--- src/rtl/seq_pkg.sv ---
package seq_pkg;

    localparam int STEP_W = 3;
    localparam int BYTE_W = 8;

    localparam logic [7:0] OP_NOP   = 8'h00;
    localparam logic [7:0] OP_MOVAB = 8'h01;
    localparam logic [7:0] OP_MOVAC = 8'h02;
    localparam logic [7:0] OP_HALT  = 8'h3F;
    localparam logic [7:0] OP_ADDI  = 8'h40;
    localparam logic [7:0] OP_JR    = 8'h41;
    localparam logic [7:0] OP_ADDBC = 8'h80;
    localparam logic [7:0] OP_JMP   = 8'h81;

    typedef enum logic [1:0] {ASRC_ALU, ASRC_B, ASRC_C} a_src_t;
    typedef enum logic [1:0] {LSEL_A, LSEL_B, LSEL_C} lsel_t;

    typedef struct packed {
        logic   fetch;
        logic   consume;
        logic   last;
        logic   op_ld;
        logic   halt_set;
        logic   wr_a;
        a_src_t a_src;
        lsel_t  lsel;
        logic   use_cin;
        logic   alu_en;
        logic   wr_b;
        logic   wr_c;
        logic   jlo_ld;
        logic   pc_abs;
        logic   pc_rel;
    } ctrl_t;

    // number of bytes an instruction occupies, from its two top opcode bits
    function automatic logic [1:0] op_bytes(input logic [7:0] op);
        case (op[7:6])
            2'b00:   return 2'd1;
            2'b01:   return 2'd2;
            default: return 2'd3;
        endcase
    endfunction

endpackage

--- src/rtl/seq_ctrl.sv ---
module seq_ctrl
    import seq_pkg::*;
(
    input  logic       clk,
    input  logic       rst,
    input  logic       halted,
    input  logic [7:0] rdata,
    output ctrl_t      ctl
);

    logic [STEP_W-1:0] step_q;
    logic [7:0]        op_q;
    logic [7:0]        cur_op;
    logic [1:0]        nbytes;
    logic [1:0]        idx;

    always_comb begin
        // in the opcode's own data step the byte has not been latched yet
        cur_op = (step_q == STEP_W'(1)) ? rdata : op_q;
        nbytes = op_bytes(cur_op);
        idx    = step_q[2:1];
        ctl    = '0;
        ctl.a_src = ASRC_ALU;
        ctl.lsel  = LSEL_A;
        if (!halted) begin
            ctl.fetch   = !step_q[0];
            ctl.consume = step_q[0];
            ctl.last    = step_q[0] && (idx == nbytes - 2'd1);
            ctl.op_ld   = step_q[0] && (idx == 2'd0);
            if (step_q[0]) begin
                case (idx)
                    2'd0: begin
                        case (cur_op)
                            OP_MOVAB: begin ctl.wr_a = 1'b1; ctl.a_src = ASRC_B; end
                            OP_MOVAC: begin ctl.wr_a = 1'b1; ctl.a_src = ASRC_C; end
                            OP_HALT:  ctl.halt_set = 1'b1;
                            default:  ;
                        endcase
                    end
                    2'd1: begin
                        case (cur_op)
                            OP_ADDI: begin
                                ctl.alu_en = 1'b1;
                                ctl.lsel   = LSEL_A;
                                ctl.wr_a   = 1'b1;
                                ctl.a_src  = ASRC_ALU;
                            end
                            OP_ADDBC: begin
                                ctl.alu_en = 1'b1;
                                ctl.lsel   = LSEL_C;
                                ctl.wr_c   = 1'b1;
                            end
                            OP_JR:   ctl.pc_rel = 1'b1;
                            OP_JMP:  ctl.jlo_ld = 1'b1;
                            default: ;
                        endcase
                    end
                    2'd2: begin
                        case (cur_op)
                            OP_ADDBC: begin
                                ctl.alu_en  = 1'b1;
                                ctl.lsel    = LSEL_B;
                                ctl.use_cin = 1'b1;
                                ctl.wr_b    = 1'b1;
                            end
                            OP_JMP:  ctl.pc_abs = 1'b1;
                            default: ;
                        endcase
                    end
                    default: ;
                endcase
            end
        end
    end

    always_ff @(posedge clk) begin
        if (rst || ctl.last) begin
            step_q <= '0;
        end else if (!halted) begin
            step_q <= step_q + STEP_W'(1);
        end
    end

    always_ff @(posedge clk) begin
        if (rst) begin
            op_q <= OP_NOP;
        end else if (ctl.op_ld) begin
            op_q <= rdata;
        end
    end

endmodule

--- src/rtl/seq_alu.sv ---
module seq_alu #(
    parameter int W = 8
) (
    input  logic [W-1:0] lhs,
    input  logic [W-1:0] rhs,
    input  logic         cin,
    output logic [W-1:0] sum,
    output logic         cout
);

    always_comb begin
        {cout, sum} = {1'b0, lhs} + {1'b0, rhs} + {{W{1'b0}}, cin};
    end

endmodule

--- src/rtl/seq_regs.sv ---
module seq_regs
    import seq_pkg::*;
(
    input  logic              clk,
    input  logic              rst,
    input  ctrl_t             ctl,
    input  logic [BYTE_W-1:0] rdata,
    input  logic [BYTE_W-1:0] alu_sum,
    input  logic              alu_cout,
    output logic [BYTE_W-1:0] a_q,
    output logic [BYTE_W-1:0] b_q,
    output logic [BYTE_W-1:0] c_q,
    output logic              cy_q,
    output logic [BYTE_W-1:0] jlo_q,
    output logic [BYTE_W-1:0] alu_lhs
);

    logic [BYTE_W-1:0] a_next;

    always_comb begin
        case (ctl.lsel)
            LSEL_B:  alu_lhs = b_q;
            LSEL_C:  alu_lhs = c_q;
            default: alu_lhs = a_q;
        endcase
        case (ctl.a_src)
            ASRC_B:  a_next = b_q;
            ASRC_C:  a_next = c_q;
            default: a_next = alu_sum;
        endcase
    end

    always_ff @(posedge clk) begin
        if (rst) begin
            a_q   <= '0;
            b_q   <= '0;
            c_q   <= '0;
            cy_q  <= 1'b0;
            jlo_q <= '0;
        end else begin
            if (ctl.wr_a)   a_q   <= a_next;
            if (ctl.wr_b)   b_q   <= alu_sum;
            if (ctl.wr_c)   c_q   <= alu_sum;
            if (ctl.alu_en) cy_q  <= alu_cout;
            if (ctl.jlo_ld) jlo_q <= rdata;
        end
    end

endmodule

--- src/rtl/byte_seq_core.sv ---
module byte_seq_core
    import seq_pkg::*;
#(
    parameter int ADDR_W = 14
) (
    input  logic              clk,
    input  logic              rst,
    output logic [ADDR_W-1:0] mem_addr,
    output logic              mem_rd,
    input  logic [7:0]        mem_rdata,
    output logic              halted,
    output logic [ADDR_W-1:0] pc_out,
    output logic [7:0]        acc_out,
    output logic [7:0]        b_out,
    output logic [7:0]        c_out,
    output logic              carry_out
);

    localparam int HI_W  = ADDR_W - BYTE_W;

    ctrl_t             ctl;
    logic [ADDR_W-1:0] pc_q;
    logic [ADDR_W-1:0] mar_q;
    logic              halt_q;
    logic [BYTE_W-1:0] alu_lhs;
    logic [BYTE_W-1:0] alu_sum;
    logic              alu_cout;
    logic [BYTE_W-1:0] jlo_q;
    logic [ADDR_W-1:0] rel_ext;

    seq_ctrl u_ctrl (
        .clk    (clk),
        .rst    (rst),
        .halted (halt_q),
        .rdata  (mem_rdata),
        .ctl    (ctl)
    );

    seq_alu #(.W(BYTE_W)) u_alu (
        .lhs  (alu_lhs),
        .rhs  (mem_rdata),
        .cin  (ctl.use_cin & carry_out),
        .sum  (alu_sum),
        .cout (alu_cout)
    );

    seq_regs u_regs (
        .clk      (clk),
        .rst      (rst),
        .ctl      (ctl),
        .rdata    (mem_rdata),
        .alu_sum  (alu_sum),
        .alu_cout (alu_cout),
        .a_q      (acc_out),
        .b_q      (b_out),
        .c_q      (c_out),
        .cy_q     (carry_out),
        .jlo_q    (jlo_q),
        .alu_lhs  (alu_lhs)
    );

    assign rel_ext = {{HI_W{mem_rdata[7]}}, mem_rdata};

    always_ff @(posedge clk) begin
        if (rst) begin
            pc_q  <= '0;
            mar_q <= '0;
        end else if (ctl.pc_abs) begin
            pc_q <= {mem_rdata[HI_W-1:0], jlo_q};
        end else if (ctl.pc_rel) begin
            pc_q <= pc_q + rel_ext;
        end else if (ctl.fetch) begin
            mar_q <= pc_q;
            pc_q  <= pc_q + ADDR_W'(1);
        end
    end

    always_ff @(posedge clk) begin
        if (rst) begin
            halt_q <= 1'b0;
        end else if (ctl.halt_set) begin
            halt_q <= 1'b1;
        end
    end

    assign mem_addr = ctl.fetch ? pc_q : mar_q;
    assign mem_rd   = ctl.fetch;
    assign halted   = halt_q;
    assign pc_out   = pc_q;

endmodule

--- config.mk ---
export PLATFORM = sky130hd
export DESIGN_NAME = byte_seq_core
export DESIGN_NICKNAME = d
export VERILOG_FILES = /design/src/rtl/seq_pkg.sv /design/src/rtl/seq_ctrl.sv /design/src/rtl/seq_alu.sv /design/src/rtl/seq_regs.sv /design/src/rtl/byte_seq_core.sv
export SDC_FILE = /design/constraint.sdc
export NUM_CORES = 1
export LEC_CHECK = 0
export ABC_AREA = 1
export ABC_CLOCK_PERIOD_IN_PS = 4050
export BUFFER_PORTS_ARGS = -buffer_cell sky130_fd_sc_hd__buf_2
export CORE_UTILIZATION = 53
export DETAILED_ROUTE_END_ITERATION = 7
export PLACE_DENSITY = 0.77
export SYNTH_ARGS = -nofsm -noshare
export SYNTH_HDL_FRONTEND = slang
export SYNTH_SLANG_ARGS = --single-unit
--- constraint.sdc ---
create_clock -name clk -period 4.05 [get_ports clk]
set_input_delay 0.81 -clock clk [delete_from_list [all_inputs] [get_ports clk]]
set_output_delay 0.81 -clock clk [all_outputs]
set_load 0.05 [all_outputs]
# Yosys cells after proc, flatten, opt, wreduce, memory -nomap -nowiden
# Cells that the tools add are included.
[totals]
output_inout_bits = 55
ff_bits = 73
[op_classes]
n_bitwise = 3
n_eq_ne = 16
reduce_logical = 9
n_addsub = 6
mux = 28
[ops]
columns = ["operator", "count"]
rows = [
  ["two-way mux 14 bit", 4],
  ["case mux 8 bit (2 select lines)", 2],
  ["two-way mux 17 bit", 1],
  ["equality test 8 x 7 -> 1 bit, second input constant", 2],
  ["equality test 8 bit, second input constant", 2],
  ["adder 14 x 1 -> 14 bit, second input constant", 1],
  ["adder 14 bit", 1],
  ["two-way mux 13 bit", 1],
  ["case mux 3 bit (2 select lines)", 2],
  ["two-way mux 1 bit", 10],
  ["adder 8 x 8 -> 9 bit", 1],
  ["adder 9 x 1 -> 9 bit", 1],
  ["equality test 2 x 1 -> 1 bit, second input constant", 4],
  ["equality test 8 x 1 -> 1 bit, second input constant", 1],
  ["equality test 8 x 2 -> 1 bit, second input constant", 1],
  ["equality test 8 x 6 -> 1 bit, second input constant", 1],
  ["two-way mux 8 bit", 1],
  ["case mux 2 bit (2 select lines)", 2],
  ["equality test 2 bit, second input constant", 3],
  ["zero test 2 bit", 2],
  ["two-way mux 2 bit", 2],
  ["two-way mux 4 bit", 1],
  ["adder 3 x 1 -> 3 bit, second input constant", 1],
  ["equality test 3 x 1 -> 1 bit, second input constant", 1],
  ["other kinds (12)", 14],
]

# Logic depth before layout (Yosys ltp)
[logic_depth]
depth_word = 13
depth_mapped = 28

# Cells and area by module
# A second synthesis with hierarchy kept.
[hier_totals]
cells_unflattened = 762
area_unflattened_um2 = 5008.6
[modules_own_cells]
columns = ["mod", "cells_per_inst", "area_per_inst_um2", "seq_area_each_um2", "instances"]
rows = [
  ["byte_seq_core", 328, 2163.3, 580.6, 1],
  ["seq_regs", 220, 1505.2, 660.6, 1],
  ["seq_ctrl", 155, 955.9, 220.2, 1],
  ["seq_alu", 59, 384.1, 0.0, 1],
]

# Worst setup path after synthesis
# Ideal clock, no wire load.
[synth_timing]
path_type = "reg-to-reg"
start = "register u_ctrl.step_q[1]"
end = "register u_regs.b_q[6]"
path_stages_with_launch = 27
setup_time_ps = 70
arrival_ps = 4064
path_slack_ps = -84
synth_period_minus_slack_ps = 4134
path_buffers = 3
required_time_ps = 3980
cell_sequence = "dfxtp_1 -> inv_1 -> ha_1 -> buf_6 -> nand2_4 -> buf_6 -> nand2_1 -> nand2_1 -> nand2_1 -> nor3_4 -> nand2_4 -> nor2_8 -> nand2_1 -> ha_1 -> clkbuf_1 -> a221o_1 -> o21ai_0 -> inv_1 -> fa_1 -> inv_1 -> fa_1 -> o21ai_0 -> a21oi_1 -> o21bai_1 -> xor2_1 -> inv_1 -> a21oi_1"
[synth_between]
elab_chain_len = 11
word_cells_on_any_way = 18
cone_classes = "2 x add/sub; 6 x eq/ne; 9 x mux; 1 x bitwise"
[synth_rtl]
columns = ["item", "line_no", "text"]
rows = [
  ["start: declaration", "seq_ctrl.sv:11", "logic [STEP_W-1:0] step_q;"],
  ["start signal: assignment", "seq_ctrl.sv:80", "step_q <= step_q + STEP_W'(1);"],
  ["equality test 3 x 1 -> 1 bit", "seq_ctrl.sv:19", "cur_op = (step_q == STEP_W'(1)) ? rdata : op_q;"],
  ["two-way mux 8 bit", "seq_ctrl.sv:19", ""],
  ["equality test 8 bit", "seq_ctrl.sv:41, seq_ctrl.sv:59", ""],
  ["two-way mux 4 bit / two-way mux 2 bit (equally long branches)", "seq_ctrl.sv:59, seq_ctrl.sv:41", ""],
  ["case mux 2 bit (2 select lines)", "seq_ctrl.sv:31", "case (idx)"],
  ["two-way mux 13 bit *", "seq_ctrl.sv:30", "if (step_q[0]) begin"],
  ["two-way mux 17 bit *", "seq_ctrl.sv:25", "if (!halted) begin"],
  ["equality test 2 bit / equality test 2 x 1 -> 1 bit (equally long branches)", "seq_regs.sv:21", "case (ctl.lsel)"],
  ["case mux 8 bit (2 select lines)", "seq_regs.sv:21", ""],
  ["adder 8 x 8 -> 9 bit", "seq_alu.sv:12", "{cout, sum} = {1'b0, lhs} + {1'b0, rhs} + {{W{1'b0}}, cin};"],
  ["adder 9 x 1 -> 9 bit", "seq_alu.sv:12", ""],
  ["end signal: assignment", "seq_regs.sv:42", "if (ctl.wr_b) b_q <= alu_sum;"],
  ["end: declaration", "seq_regs.sv:11", "output logic [BYTE_W-1:0] b_q,"],
]
# Mark *: on every way between the ends. The rest lies on a longest branch, timed or not.
# A chain may end at the register's enable or synchronous reset.

# Worst setup path after layout
[layout_timing]
start = "register u_ctrl.step_q[1]"
end = "register u_regs.cy_q"
[layout_between]
elab_chain_len = 11
word_cells_on_any_way = 21
cone_classes = "2 x add/sub; 7 x eq/ne; 10 x mux; 1 x bitwise; 1 x reduce/logical"
[layout_rtl]
columns = ["item", "line_no", "text"]
rows = [
  ["equality test 3 x 1 -> 1 bit", "seq_ctrl.sv:19", ""],
  ["two-way mux 8 bit", "seq_ctrl.sv:19", ""],
  ["equality test 8 bit", "seq_ctrl.sv:41, seq_ctrl.sv:59", ""],
  ["two-way mux 4 bit / two-way mux 2 bit (equally long branches)", "seq_ctrl.sv:59, seq_ctrl.sv:41", ""],
  ["case mux 2 bit (2 select lines)", "seq_ctrl.sv:31", ""],
  ["two-way mux 13 bit *", "seq_ctrl.sv:30", ""],
  ["two-way mux 17 bit *", "seq_ctrl.sv:25", ""],
  ["equality test 2 bit / equality test 2 x 1 -> 1 bit (equally long branches)", "seq_regs.sv:21", ""],
  ["case mux 8 bit (2 select lines)", "seq_regs.sv:21", ""],
  ["adder 8 x 8 -> 9 bit", "seq_alu.sv:12", ""],
  ["adder 9 x 1 -> 9 bit", "seq_alu.sv:12", ""],
  ["end signal: assignment", "seq_regs.sv:44", "if (ctl.alu_en) cy_q <= alu_cout;"],
  ["end: declaration", "seq_regs.sv:13", "output logic cy_q,"],
]
# Marked as above.

==> flow_summary.yaml <==
worst_hold_path:
  min_from: "u_regs.jlo_q[3]"
  min_to: "u_regs.jlo_q[3]"
  holdCritPathClass: "flip-flop to flip-flop"
  hold_depth: 2
synthesis:
  yosysUniqueCellTypes: 42
  synth_cells: 649
  yosysWarnings: 0
  yosys.area.top_type_share_pct: 31.36
  ys_ff_latch: 73
  avgSynthCellArea_um2: 7.179
  yosys-top-cells-area: "dfxtp_1 (31%), o21ai_0 (8.6%), ha_1 (7.8%)"
  synth_nets: 691
  mappedNetlistArea_um2: 4659
  yosysSeqAreaShare_pct: 31.36
  yosysTopAreaCell: "dfxtp_1"
placed_design:
  place_congestion: 0.9233
  io_buffers: 64
  dpl.hpwl_mm: 9.868
  dpl.cell_count: 830
  dp_slack_ns: -0.09473
die:
  die_w_um: 95.76
  die_h_um: 95.76
  initial_utilization_pct: 55.59
  core-area_um2: 8382
  ios: 65
  die_area_um2: 9170
  core.rowCount: 33
worst_setup_path:
  cpMaxStageDelayCell: "fa_2"
  critPathMaxStageDelay_ns: 0.41
  crit_family: "simple AND/OR/NAND/NOR gates"
  timing.rr.end: "u_regs.cy_q"
  crit_buf_inv: 5
  rr_startpoint: "u_ctrl.step_q[1]"
  critPathLaunchType: "flip-flop"
  rrSetupSlack_ns: 0.11
  crit_required_ns: 4.31
  r2r_cells: 24
  worstPathMaxFanout: 8
  crit_arrival_ns: 4.19
  end_kind: "flip-flop"
  crit_chain: "inv_4 -> ha_4 -> buf_6 -> nand3_1 -> nand2_2 -> nand2_2 -> nor3_4 -> nand2_4 -> nor3_4 -> buf_6 -> ha_4 -> a221o_1 -> o21ai_1 -> inv_1 -> fa_2 -> inv_2 -> fa_2 -> o21ai_2 -> a21oi_1 -> o21bai_1 -> a21oi_1 -> nor2_1 -> nor3_2 -> nor2_1"
  critPathKind: "flip-flop to flip-flop"
grt:
  grt_antenna_before_repair: 0
  grt_max_degree: 27
  grt.overflow.total: 0
  grt_pass1_vias: 4400
  grt_usage_pct: 30.01
  grt_pass1_wl_mm: 20.98
cts:
  cts_max_level: 3
  clock_sinks: 73
  clk_latency_ns: 0.37
  ctsHoldBuffers: 0
  clockBufferDepth: 2
  cts_tree: "done"
  clk_pin_slew_worst_paths_ns: 0.08
  clockRootBuffer: "clkbuf_8"
  cts_buffers: 9
final_layout:
  antennaDiodeCount: 0
  fin_cells: 853
  drive_gt1_share_pct: 24.06
  synthToLayoutAreaGrowth_pct: 20.92
  final_util_pct: 67.22
  nets: 785
routing:
  drt_iter0_markers: 292
  wl_mm: 13.36
  via_count: 4796
  drtPass1Iterations: 5
  drcViolationCount: 0
  avgViaCountPerCell: 5.623
  routedWlPerCell_um: 15.66
  drtAntennaViolNets: 0
sta:
  fmax_ghz: 0.2541
  tightest_slew_ns: 0.6900
  timing.final.ws_setup_ns: 0.1146
  setup_viol: 0
  finalCritPeriodShare_pct: 97.17
  clock_skew_ns: 0.01468
  period_minus_slack_ns: 3.935
  drv_slew: 0
  hold_viol_final: 0
  max_slew_margin_pct: 53.95
power_and_ir_drop:
  power_density_nw_per_um2: 628.8
  peakVddDrop_uv: 343.6
  finalPower_mw: 3.543
  power_leakage_nw: 2.858
flow_run:
  maxCapViolCount: 0
run_status:
  outcome: "finished clean"
## per-layer routing
layer  wire (um)  up-vias  GRT usage [%]
li1            -     2363              -
met1        5698     2234          36.64
met2        6568      167          51.96
met3         755       32          4.581
met4         338        0          13.56
met5           0        -              0
## cell usage in the layout (no fill, tap or decap), types with 3 or more instances in the layout
| cell type | instances |
|---|---|
| or2_2 | 13 |
| ha_1 | 26 |
| nand4_1 | 6 |
| dfxtp_1 | 70 |
| ha_4 | 3 |
| o21ai_1 | 8 |
| nor2_1 | 56 |
| nand2_1 | 89 |
| nand2_2 | 8 |
| nor3_1 | 3 |
| nand3_1 | 27 |
| nand3_2 | 3 |
| a221o_1 | 8 |
| o21bai_1 | 5 |
| o22ai_1 | 4 |
| xnor2_1 | 5 |
| dfxtp_2 | 3 |
| inv_2 | 3 |
| clkbuf_8 | 11 |
| a31oi_1 | 8 |
| buf_2 | 64 |
| xor2_1 | 8 |
| o21ai_0 | 74 |
| o21ai_2 | 4 |
| inv_1 | 89 |
| buf_4 | 39 |
| a21oi_2 | 3 |
| nand3b_1 | 5 |
| a22o_1 | 3 |
| a21oi_1 | 62 |
## worst min-delay path, stage by stage, from the launching register on
cell and delay [ns]:
dfxtp_1 0.32, inv_1 0.05, a21oi_1 0.05
## report_power, final
part	switching, mW	internal (mW)
Clock	0.301	0.385
Combinational	1.33	0.575
Sequential	0.0947	0.855
Total	1.73	1.82
## stage by stage
step                      cell area [um2]  setup TNS (ns)  hold slack (ns)
after floorplan                      4662               0           0.4205
after global placement               5230               0           0.4319
after detailed placement             5230         -0.6624           0.4440
after CTS                            5509               0           0.4560
after global routing                 5634         -0.1943           0.4728
final                                5634               0           0.4531
## flip-flops by register name, summed over array words and instances (netlist names)
| register | count |
|---|---|
| u_regs.a_q | 8 |
| u_regs.cy_q | 1 |
| u_ctrl.op_q | 8 |
| pc_out | 14 |
| u_regs.b_q | 8 |
| u_regs.c_q | 8 |
| mar_q | 14 |
| u_regs.jlo_q | 8 |
| u_ctrl.step_q | 3 |
| halted | 1 |
## layout make-up
type / instances / area [um2]
clock buffers: 11 / 151.4
clock inverters: 5 / 85.08
fillers: 739 / 2748
inverters: 96 / 365.4
multi-input cells: 458 / 2800
flip-flops and latches: 73 / 1465
well taps: 105 / 131.4
repair buffers: 105 / 635.6
## repair_timing
| item | in CTS | in global routing |
|---|---|---|
| pin swaps | 4 | 14 |
| gates resized for setup | 10 | 23 |
| setup endpoints to repair | 11 | 18 |
| setup buffers | 2 | 5 |
| hold endpoints to repair | 0 | 0 |
| gates cloned | 0 | 0 |
## cell families after synthesis
family                     Yosys count  synth area share, %
and+or+nand+nor                    222                23.01
AOI/OAI and AO/OA                  190                23.23
DFF                                 73                31.36
xor gates and xnor gates            14                2.632
buffers and inverters              118                10.69
adders and majority gates           32                9.076
## worst max path at each step
stage	slack [ns]	start	end	cells after the start
floorplan	0.01	mem_rdata[6]	u_regs.cy_q	23
global placement	0.02	mem_rdata[3]	u_regs.b_q[6]	20
detailed placement	-0.09	mem_rdata[3]	u_regs.b_q[6]	19
CTS	0.02	u_ctrl.step_q[1]	u_regs.cy_q	23
global route	-0.06	u_ctrl.step_q[1]	u_regs.b_q[6]	23
finish	0.11	u_ctrl.step_q[1]	u_regs.cy_q	24
## cells in the mapped netlist (all sizes together)
cell type,n
a211oi,3
a21o,1
a21oi,65
a221o,8
a22o,3
a311oi,3
a31oi,8
buf,9
clkbuf,13
clkinv,2
dfxtp,73
fa,3
ha,29
inv,94
nand2,99
nand3,32
nand3b,5
nand4,6
nor2,61
nor3,6
o211ai,2
o21ai,86
o21bai,5
o221ai,2
o22ai,4
or2,13
xnor2,5
xor2,9
No activity file was read; power rests on OpenSTA's default activity.
